File: config.mk
export PLATFORM = sky130hd
export DESIGN_NAME = isa_rif
export DESIGN_NICKNAME = d
export VERILOG_FILES = /design/src/rtl/isa_rif_pkg.sv /design/src/rtl/isa_rif_decode.sv /design/src/rtl/isa_rif_wreg.sv /design/src/rtl/isa_rif_wrap.sv /design/src/rtl/isa_rif.sv
export SDC_FILE = /design/constraint.sdc
export NUM_CORES = 1
export LEC_CHECK = 0
export BUFFER_PORTS_ARGS = -buffer_cell sky130_fd_sc_hd__buf_4
export CAP_MARGIN = 15
export CORE_MARGIN = 1.5
export CORE_UTILIZATION = 57
export DETAILED_ROUTE_END_ITERATION = 7
export PLACE_DENSITY = 0.95
export SETUP_SLACK_MARGIN = 0.4
export SLEW_MARGIN = 15
export SYNTH_ARGS = -nofsm -noshare
export SYNTH_HDL_FRONTEND = slang
export SYNTH_SLANG_ARGS = --single-unit
File: constraint.sdc
create_clock -name clk -period 4.35 [get_ports clk]
set_clock_uncertainty 0.05 [all_clocks]
set_input_delay 0.87 -clock clk [delete_from_list [all_inputs] [get_ports clk]]
set_output_delay 0.87 -clock clk [all_outputs]
set_load 0.01 [all_outputs]
File: src/rtl/isa_rif_pkg.sv
package isa_rif_pkg;
  localparam int WIN_W    = 5;
  localparam int BYTE_W   = 8;
  localparam int WORD_W   = 16;
  localparam int NWREG    = 4;

  localparam logic [WIN_W-1:0] OFF_WRAP_LO = 5'h02;
  localparam logic [WIN_W-1:0] OFF_WRAP_HI = 5'h03;
  localparam logic [WIN_W-1:0] OFF_ACC     = 5'h04;
  localparam logic [WIN_W-1:0] OFF_MODEL   = 5'h0C;
  localparam logic [WIN_W-1:0] OFF_SERIAL  = 5'h10;
  localparam logic [WIN_W-1:0] OFF_DATE    = 5'h12;
  localparam logic [WIN_W-1:0] OFF_REV     = 5'h14;
  localparam logic [WIN_W-1:0] OFF_SIG     = 5'h16;
  localparam logic [WIN_W-1:0] OFF_EXC     = 5'h18;

  // Even (low-byte) offset of each host-written command word.
  function automatic logic [WIN_W-1:0] wreg_base(input int idx);
    case (idx)
      0:       return 5'h00;  // position
      1:       return 5'h06;  // frequency
      2:       return 5'h08;  // excitation amplitude
      default: return 5'h0A;  // ratio
    endcase
  endfunction

  function automatic logic is_mapped(input logic [WIN_W-1:0] off);
    case (off)
      5'h00, 5'h01, 5'h02, 5'h03, 5'h04, 5'h06, 5'h07, 5'h08, 5'h09,
      5'h0A, 5'h0B, 5'h0C, 5'h0D, 5'h10, 5'h11, 5'h12, 5'h13, 5'h14,
      5'h15, 5'h16, 5'h18: return 1'b1;
      default:             return 1'b0;
    endcase
  endfunction
endpackage

File: src/rtl/isa_rif_decode.sv
module isa_rif_decode
  import isa_rif_pkg::*;
#(
  parameter int ADDR_W = 10
) (
  input  logic [ADDR_W-1:0]       addr,
  input  logic [ADDR_W-WIN_W-1:0] base_sw,
  input  logic                    io_rd,
  input  logic                    io_wr,
  output logic                    hit,
  output logic [WIN_W-1:0]        off,
  output logic                    rd_hit,
  output logic                    wr_hit,
  output logic                    mapped
);
  assign hit    = (addr[ADDR_W-1:WIN_W] == base_sw);
  assign off    = addr[WIN_W-1:0];
  assign rd_hit = io_rd & hit;
  assign wr_hit = io_wr & hit;
  assign mapped = is_mapped(off);
endmodule

File: src/rtl/isa_rif_wreg.sv
module isa_rif_wreg
  import isa_rif_pkg::*;
#(
  parameter logic [WORD_W-1:0] RST_VAL = '0
) (
  input  logic              clk,
  input  logic              rst,
  input  logic              wr_lo,
  input  logic              wr_hi,
  input  logic [BYTE_W-1:0] wdata,
  output logic [WORD_W-1:0] word_q
);
  logic [BYTE_W-1:0] lo_stage;

  always_ff @(posedge clk) begin
    if (rst) begin
      lo_stage <= RST_VAL[BYTE_W-1:0];
      word_q   <= RST_VAL;
    end else begin
      if (wr_lo) lo_stage <= wdata;
      if (wr_hi) word_q   <= {wdata, lo_stage};
    end
  end

  AST_LO_ONLY_HOLDS: assert property (@(posedge clk) disable iff (rst)
    !wr_hi |=> $stable(word_q));

  AST_HI_COMMIT: assert property (@(posedge clk) disable iff (rst)
    wr_hi |=> word_q[WORD_W-1:BYTE_W] == $past(wdata));
endmodule

File: src/rtl/isa_rif_wrap.sv
module isa_rif_wrap
  import isa_rif_pkg::*;
(
  input  logic              clk,
  input  logic              rst,
  input  logic              rd_hi,
  input  logic              rd_lo,
  input  logic [BYTE_W-1:0] live_lo,
  output logic [BYTE_W-1:0] lo_byte,
  output logic              held
);
  logic [BYTE_W-1:0] hold_q;

  always_ff @(posedge clk) begin
    if (rst) begin
      hold_q <= '0;
      held   <= 1'b0;
    end else if (rd_hi) begin
      hold_q <= live_lo;
      held   <= 1'b1;
    end else if (rd_lo) begin
      held   <= 1'b0;
    end
  end

  assign lo_byte = held ? hold_q : live_lo;

  AST_CAPTURE: assert property (@(posedge clk) disable iff (rst)
    rd_hi |=> held && (hold_q == $past(live_lo)));

  AST_RELEASE: assert property (@(posedge clk) disable iff (rst)
    rd_lo && !rd_hi |=> !held);
endmodule

File: src/rtl/isa_rif.sv
module isa_rif
  import isa_rif_pkg::*;
#(
  parameter int                ADDR_W    = 10,
  parameter logic [WORD_W-1:0] FREQ_RST  = 16'd360,
  parameter logic [WORD_W-1:0] MODEL_ID  = 16'h73D1,
  parameter logic [WORD_W-1:0] SERIAL_ID = 16'h0421,
  parameter logic [WORD_W-1:0] DATE_ID   = 16'h2419,
  parameter logic [WORD_W-1:0] REV_ID    = 16'h0004
) (
  input  logic                    clk,
  input  logic                    rst,
  input  logic [ADDR_W-WIN_W-1:0] base_sw,
  input  logic [ADDR_W-1:0]       addr,
  input  logic                    io_rd,
  input  logic                    io_wr,
  input  logic [BYTE_W-1:0]       wdata,
  output logic [BYTE_W-1:0]       rdata,
  output logic [WORD_W-1:0]       pos_o,
  output logic [WORD_W-1:0]       freq_o,
  output logic [WORD_W-1:0]       exc_o,
  output logic [WORD_W-1:0]       ratio_o,
  input  logic [WORD_W-1:0]       wrap_i,
  input  logic [BYTE_W-1:0]       acc_stat_i,
  input  logic [BYTE_W-1:0]       sig_stat_i,
  input  logic [BYTE_W-1:0]       exc_stat_i
);
  logic             hit, rd_hit, wr_hit, mapped;
  logic [WIN_W-1:0] off;

  isa_rif_decode #(.ADDR_W(ADDR_W)) u_dec (
    .addr(addr), .base_sw(base_sw), .io_rd(io_rd), .io_wr(io_wr),
    .hit(hit), .off(off), .rd_hit(rd_hit), .wr_hit(wr_hit), .mapped(mapped)
  );

  // Command words, one staged register per entry.
  logic [WORD_W-1:0] words [NWREG];
  logic [NWREG-1:0]  wr_lo, wr_hi;

  for (genvar g = 0; g < NWREG; g++) begin : g_wreg
    localparam logic [WIN_W-1:0] LO_OFF = wreg_base(g);
    localparam logic [WIN_W-1:0] HI_OFF = LO_OFF | WIN_W'(1);
    assign wr_lo[g] = wr_hit && (off == LO_OFF);
    assign wr_hi[g] = wr_hit && (off == HI_OFF);
    isa_rif_wreg #(.RST_VAL((g == 1) ? FREQ_RST : '0)) u_reg (
      .clk(clk), .rst(rst), .wr_lo(wr_lo[g]), .wr_hi(wr_hi[g]),
      .wdata(wdata), .word_q(words[g])
    );
  end

  assign pos_o   = words[0];
  assign freq_o  = words[1];
  assign exc_o   = words[2];
  assign ratio_o = words[3];

  // Coherent wrap-around read.
  logic              wrap_rd_hi, wrap_rd_lo, wrap_held;
  logic [BYTE_W-1:0] wrap_lo_byte;

  assign wrap_rd_hi = rd_hit && (off == OFF_WRAP_HI);
  assign wrap_rd_lo = rd_hit && (off == OFF_WRAP_LO);

  isa_rif_wrap u_wrap (
    .clk(clk), .rst(rst), .rd_hi(wrap_rd_hi), .rd_lo(wrap_rd_lo),
    .live_lo(wrap_i[BYTE_W-1:0]), .lo_byte(wrap_lo_byte), .held(wrap_held)
  );

  // Read multiplexer.
  logic [BYTE_W-1:0] rd_mux;

  always_comb begin
    rd_mux = '0;
    case (off)
      5'h00: rd_mux = words[0][BYTE_W-1:0];
      5'h01: rd_mux = words[0][WORD_W-1:BYTE_W];
      OFF_WRAP_LO: rd_mux = wrap_lo_byte;
      OFF_WRAP_HI: rd_mux = wrap_i[WORD_W-1:BYTE_W];
      OFF_ACC: rd_mux = acc_stat_i;
      5'h06: rd_mux = words[1][BYTE_W-1:0];
      5'h07: rd_mux = words[1][WORD_W-1:BYTE_W];
      5'h08: rd_mux = words[2][BYTE_W-1:0];
      5'h09: rd_mux = words[2][WORD_W-1:BYTE_W];
      5'h0A: rd_mux = words[3][BYTE_W-1:0];
      5'h0B: rd_mux = words[3][WORD_W-1:BYTE_W];
      OFF_MODEL:      rd_mux = MODEL_ID[BYTE_W-1:0];
      OFF_MODEL + 1:  rd_mux = MODEL_ID[WORD_W-1:BYTE_W];
      OFF_SERIAL:     rd_mux = SERIAL_ID[BYTE_W-1:0];
      OFF_SERIAL + 1: rd_mux = SERIAL_ID[WORD_W-1:BYTE_W];
      OFF_DATE:       rd_mux = DATE_ID[BYTE_W-1:0];
      OFF_DATE + 1:   rd_mux = DATE_ID[WORD_W-1:BYTE_W];
      OFF_REV:        rd_mux = REV_ID[BYTE_W-1:0];
      OFF_REV + 1:    rd_mux = REV_ID[WORD_W-1:BYTE_W];
      OFF_SIG: rd_mux = sig_stat_i;
      OFF_EXC: rd_mux = exc_stat_i;
      default: rd_mux = '0;
    endcase
  end

  always_ff @(posedge clk) begin
    if (rst)         rdata <= '0;
    else if (rd_hit) rdata <= rd_mux;
  end

  AST_OUTSIDE_QUIET: assert property (@(posedge clk) disable iff (rst)
    io_rd && !hit |=> $stable(rdata));

  AST_UNMAPPED_ZERO: assert property (@(posedge clk) disable iff (rst)
    rd_hit && !mapped |=> rdata == '0);

  AST_LIVE_LOW: assert property (@(posedge clk) disable iff (rst)
    rd_hit && (off == OFF_WRAP_LO) && !wrap_held
      |=> rdata == $past(wrap_i[BYTE_W-1:0]));

  AST_STATUS_ACC: assert property (@(posedge clk) disable iff (rst)
    rd_hit && (off == OFF_ACC) |=> rdata == $past(acc_stat_i));
endmodule

==> summary.txt <==
Route
  • 1st-iter DRT viols: 886
  • DRT antenna net count: 0
  • WL met1: 6.57 mm
  • Post-route DRC: 0
  • Drt total wl: 18.4 mm
  • Met3 routed WL: 2.28 mm
  • Pre-antenna DRT Iters: 8
  • DR top layer: met4
  • Wire per inst: 22.1 microns
  • Post-DR vias/cell: 6.45
  • Vias after detailed routing: 5357
  • Wire length on met2: 8.51 mm

Synthesis
  • Async SR Flop Fraction: 0
  • Synth Area in Compound Gates: 0.136
  • EDFF count, synth: 0
  • Synth Flop Type: dfxtp_1
  • Syn Nets: 661
  • Post-synthesis register bit count: 113
  • Most common library cells after synthesis: dfxtp_1 (113), nand2_1 (87), nor2_1 (81), mux2i_1 (80), a21oi_1 (45)
  • Simple-gate portion of the synthesized area: 0.212
  • Post-Synthesis Cells: 594
  • Largest cells by area after synthesis: dfxtp_1 (44%), mux2i_1 (15%), nand2_1 (6.3%)
  • Netlist area before placement: 5200 sq um
  • Seq/Total Area, Yosys: 0.435
  • Yosys top cell area share: 0.435
  • Adder-Cell Fraction of Synth Area: 0
  • Top cell type by total area after synthesis: dfxtp_1
  • Combinational family with the most area after synthesis: simple AND/OR/NAND/NOR gates
  • Post-synthesis mux area share: 0.163
  • Synth Warn #: 0
  • Yosys cell types: 53
  • Most common cell in the netlist: dfxtp_1
  • Post-Synth XOR/XNOR Area: 0.00842
  • Post-synthesis area per instance: 8.75 sq um

Power
  • Sw Pwr: 0.000611 W
  • Peak supply drop: 0.282 mV
  • Leak Pwr: 2.58 nW
  • Flop pwr share: 0.393
  • Pwr Density: 388 nW/um^2
  • Internal: 0.00203 W
  • Sw Ratio: 0.232
  • Clock power share: 0.544
  • Power share of the combinational group: 0.063

Floorplanning
  • Rows: 34
  • Die area: 9710 sq um
  • Die Ht: 98.5 microns
  • Starting density of the core: 0.593
  • Overall die width: 98.5 microns
  • Core ar.: 8760 sq um
  • # IOs: 139

Worst hold path
  • Hold Path Origin: g_wreg[2].u_reg.lo_stage[0]$_SDFFE_PP0P_
  • Worst Hold Path Cells: 2
  • Worst hold-check path type: register to register
  • Hold Path Sink: g_wreg[2].u_reg.lo_stage[0]$_SDFFE_PP0P_

Worst setup path
  • Crit start category: input port
  • FF-to-FF path depth: 5
  • Crit path required time: 4660 ps
  • Crit path largest cell delay: 600 ps
  • Register-to-register path setup slack: 2380 ps
  • RR Endpoint: rdata[7]$_SDFFE_PP0N_
  • Cell Chain, Critical Path: buf_4 > or3b_1 > nor2_1 > nand4_1 > nand2_1 > a21oi_1
  • R2r startpoint: u_wrap.held$_SDFFE_PP0P_
  • Slowest CP cell: or3b_1
  • CP endpoint kind: register
  • Worst-path maximum fanout: 18
  • Worst setup path class: input port to register
  • Critical path arrival: 3010 ps

Clock tree
  • Cts bufs inserted: 17
  • Clock transition at path regs: 60 ps
  • Cts repair resizes: 0
  • Hold Buf Count CTS: 0
  • Root Buffer: clkbuf_8
  • Clk_lat worst skew: 530 ps
  • Setup bufs post-CTS: 0
  • CTS sink cnt: 113
  • CTS HTree Levels: 4
  • CTS tree: built
  • Clock tree buffer depth: 2

Final layout
  • FF/Latch Area: 2260 sq um
  • Layout area overhead: 30.7%
  • Fin cells: 830
  • Fillers: 555
  • Fraction of layout cells with a size suffix above 1: 0.260
  • N_diodes: 0
  • Nets: 777
  • Area of the multi-input gates: 2700 sq um

STA
  • RSZ-0062 raised after global routing: false
  • Minimum clock period: 2690 ps
  • Final setup viols: 0
  • Slew margin rel.: 0.292
  • Slew Limit Fails: 0
  • Worst slew pin tran: 1060 ps
  • Fmax: 0.372 GHz
  • Final Hold Vio Count: 0
  • Post-route setup TNS: 0 ps
  • Final worst path period share: 0.619

Placed design
  • Post-DP HPWL: 12.2 mm
  • Post-placement cell count: 799
  • PortBufs: 138
  • Final Wtd Congestion: 1.01

Global route
  • Total GRT Usage: 0.374
  • Initial antenna violation count: 0
  • Total congestion overflow: 0
  • Pin count of the biggest net entering global routing: 74
  • Vias in the first global route: 5156
  • First-pass GRT wire length: 28.0 mm

Run
  • Max_cap viols: 0

Run status
  • Status: finished clean
[power groups by stage]
stage	logic, W	clock network (W)	registers, W
2_1_floorplan	0.0000799	0	0.00106
3_3_place_gp	0.000155	0	0.00106
3_5_place_dp	0.000156	0	0.00106
4_1_cts	0.000158	0.00142	0.00104
5_1_grt	0.000171	0.00147	0.00104
6_report	0.000165	0.00144	0.00104
[layer usage]
| layer | global-route usage | vias up |
|---|---|---|
| li1 | - | 2307 |
| met5 | 0 | - |
| met2 | 0.606 | 440 |
| met1 | 0.475 | 2500 |
| met4 | 0.186 | 0 |
| met3 | 0.0766 | 110 |
[metrics by stage]
stage	total power (W)	utilization	setup WS (ps)	cell area, sq um	hold slack (ps)
after floorplan	0.00114	-	1820	5200	377
after global placement	0.00121	0.707	1320	6190	382
after detailed placement	0.00121	0.707	1260	6190	395
after CTS	0.00262	0.776	1710	6800	403
after global routing	0.00268	0.776	1520	6800	427
final	0.00264	0.776	1660	6800	402
[layout make-up]
| type | instances | area share |
|---|---|---|
| multi-input combinational | 430 | 0.398 |
| timing repair buffer | 143 | 0.158 |
| sequential | 113 | 0.333 |
| clock inverter | 13 | 0.0276 |
| tap | 108 | 0.0199 |
| inverter | 5 | 0.00276 |
| clock buffer | 18 | 0.0615 |
[worst max path at each step]
stage / cells after the start / end / from
2_1_floorplan: 7 / g_wreg[2].u_reg.word_q[14]$_SDFFE_PP0P_ / addr[3]
3_3_place_gp: 7 / g_wreg[0].u_reg.word_q[13]$_SDFFE_PP0P_ / base_sw[1]
3_5_place_dp: 6 / g_wreg[3].u_reg.word_q[10]$_SDFFE_PP0P_ / addr[3]
4_1_cts: 6 / g_wreg[3].u_reg.word_q[3]$_SDFFE_PP0P_ / addr[3]
5_1_grt: 6 / g_wreg[3].u_reg.word_q[3]$_SDFFE_PP0P_ / addr[3]
6_report: 6 / g_wreg[3].u_reg.word_q[3]$_SDFFE_PP0P_ / addr[3]
[logic make-up (layout without fill, tap and decap cells)]
family | Yosys count | in the layout
AND/OR/NAND/NOR | 235 | 235
buffers and inverters | 51 | 179
AO/OA/AOI/OAI | 107 | 107
flip-flops | 113 | 113
XOR/XNOR | 5 | 5
multiplexers | 83 | 83
[cell usage in the layout, fill, tap and decap left out, types with 5 or more instances in the layout]
master,netlist,final
a211o_1,7,7
a21oi_1,45,45
a22oi_1,12,12
a32oi_1,5,5
and3_1,5,5
buf_4,3,143
clkbuf_16,0,16
dfxtp_1,113,113
mux2i_1,80,80
nand2_1,87,87
nand3_1,5,5
nor2_1,81,81
nor2b_1,11,11
nor3_1,12,11
o21ai_1,8,8
xor2_1,5,5
[state kept, by name (all words and copies together), names as in the netlist]
signal	count
g_wreg.u_reg.lo_stage	32
u_wrap.held	1
u_wrap.hold_q	8
rdata	8
g_wreg.u_reg.word_q	64
[critical path, delay by kind of cell]
family / cells / cell delay, ps
buffers and inverters: 1 / 190
AO/OA/AOI/OAI: 1 / 130
AND/OR/NAND/NOR: 4 / 1810
(Power assumes the default switching activity.)
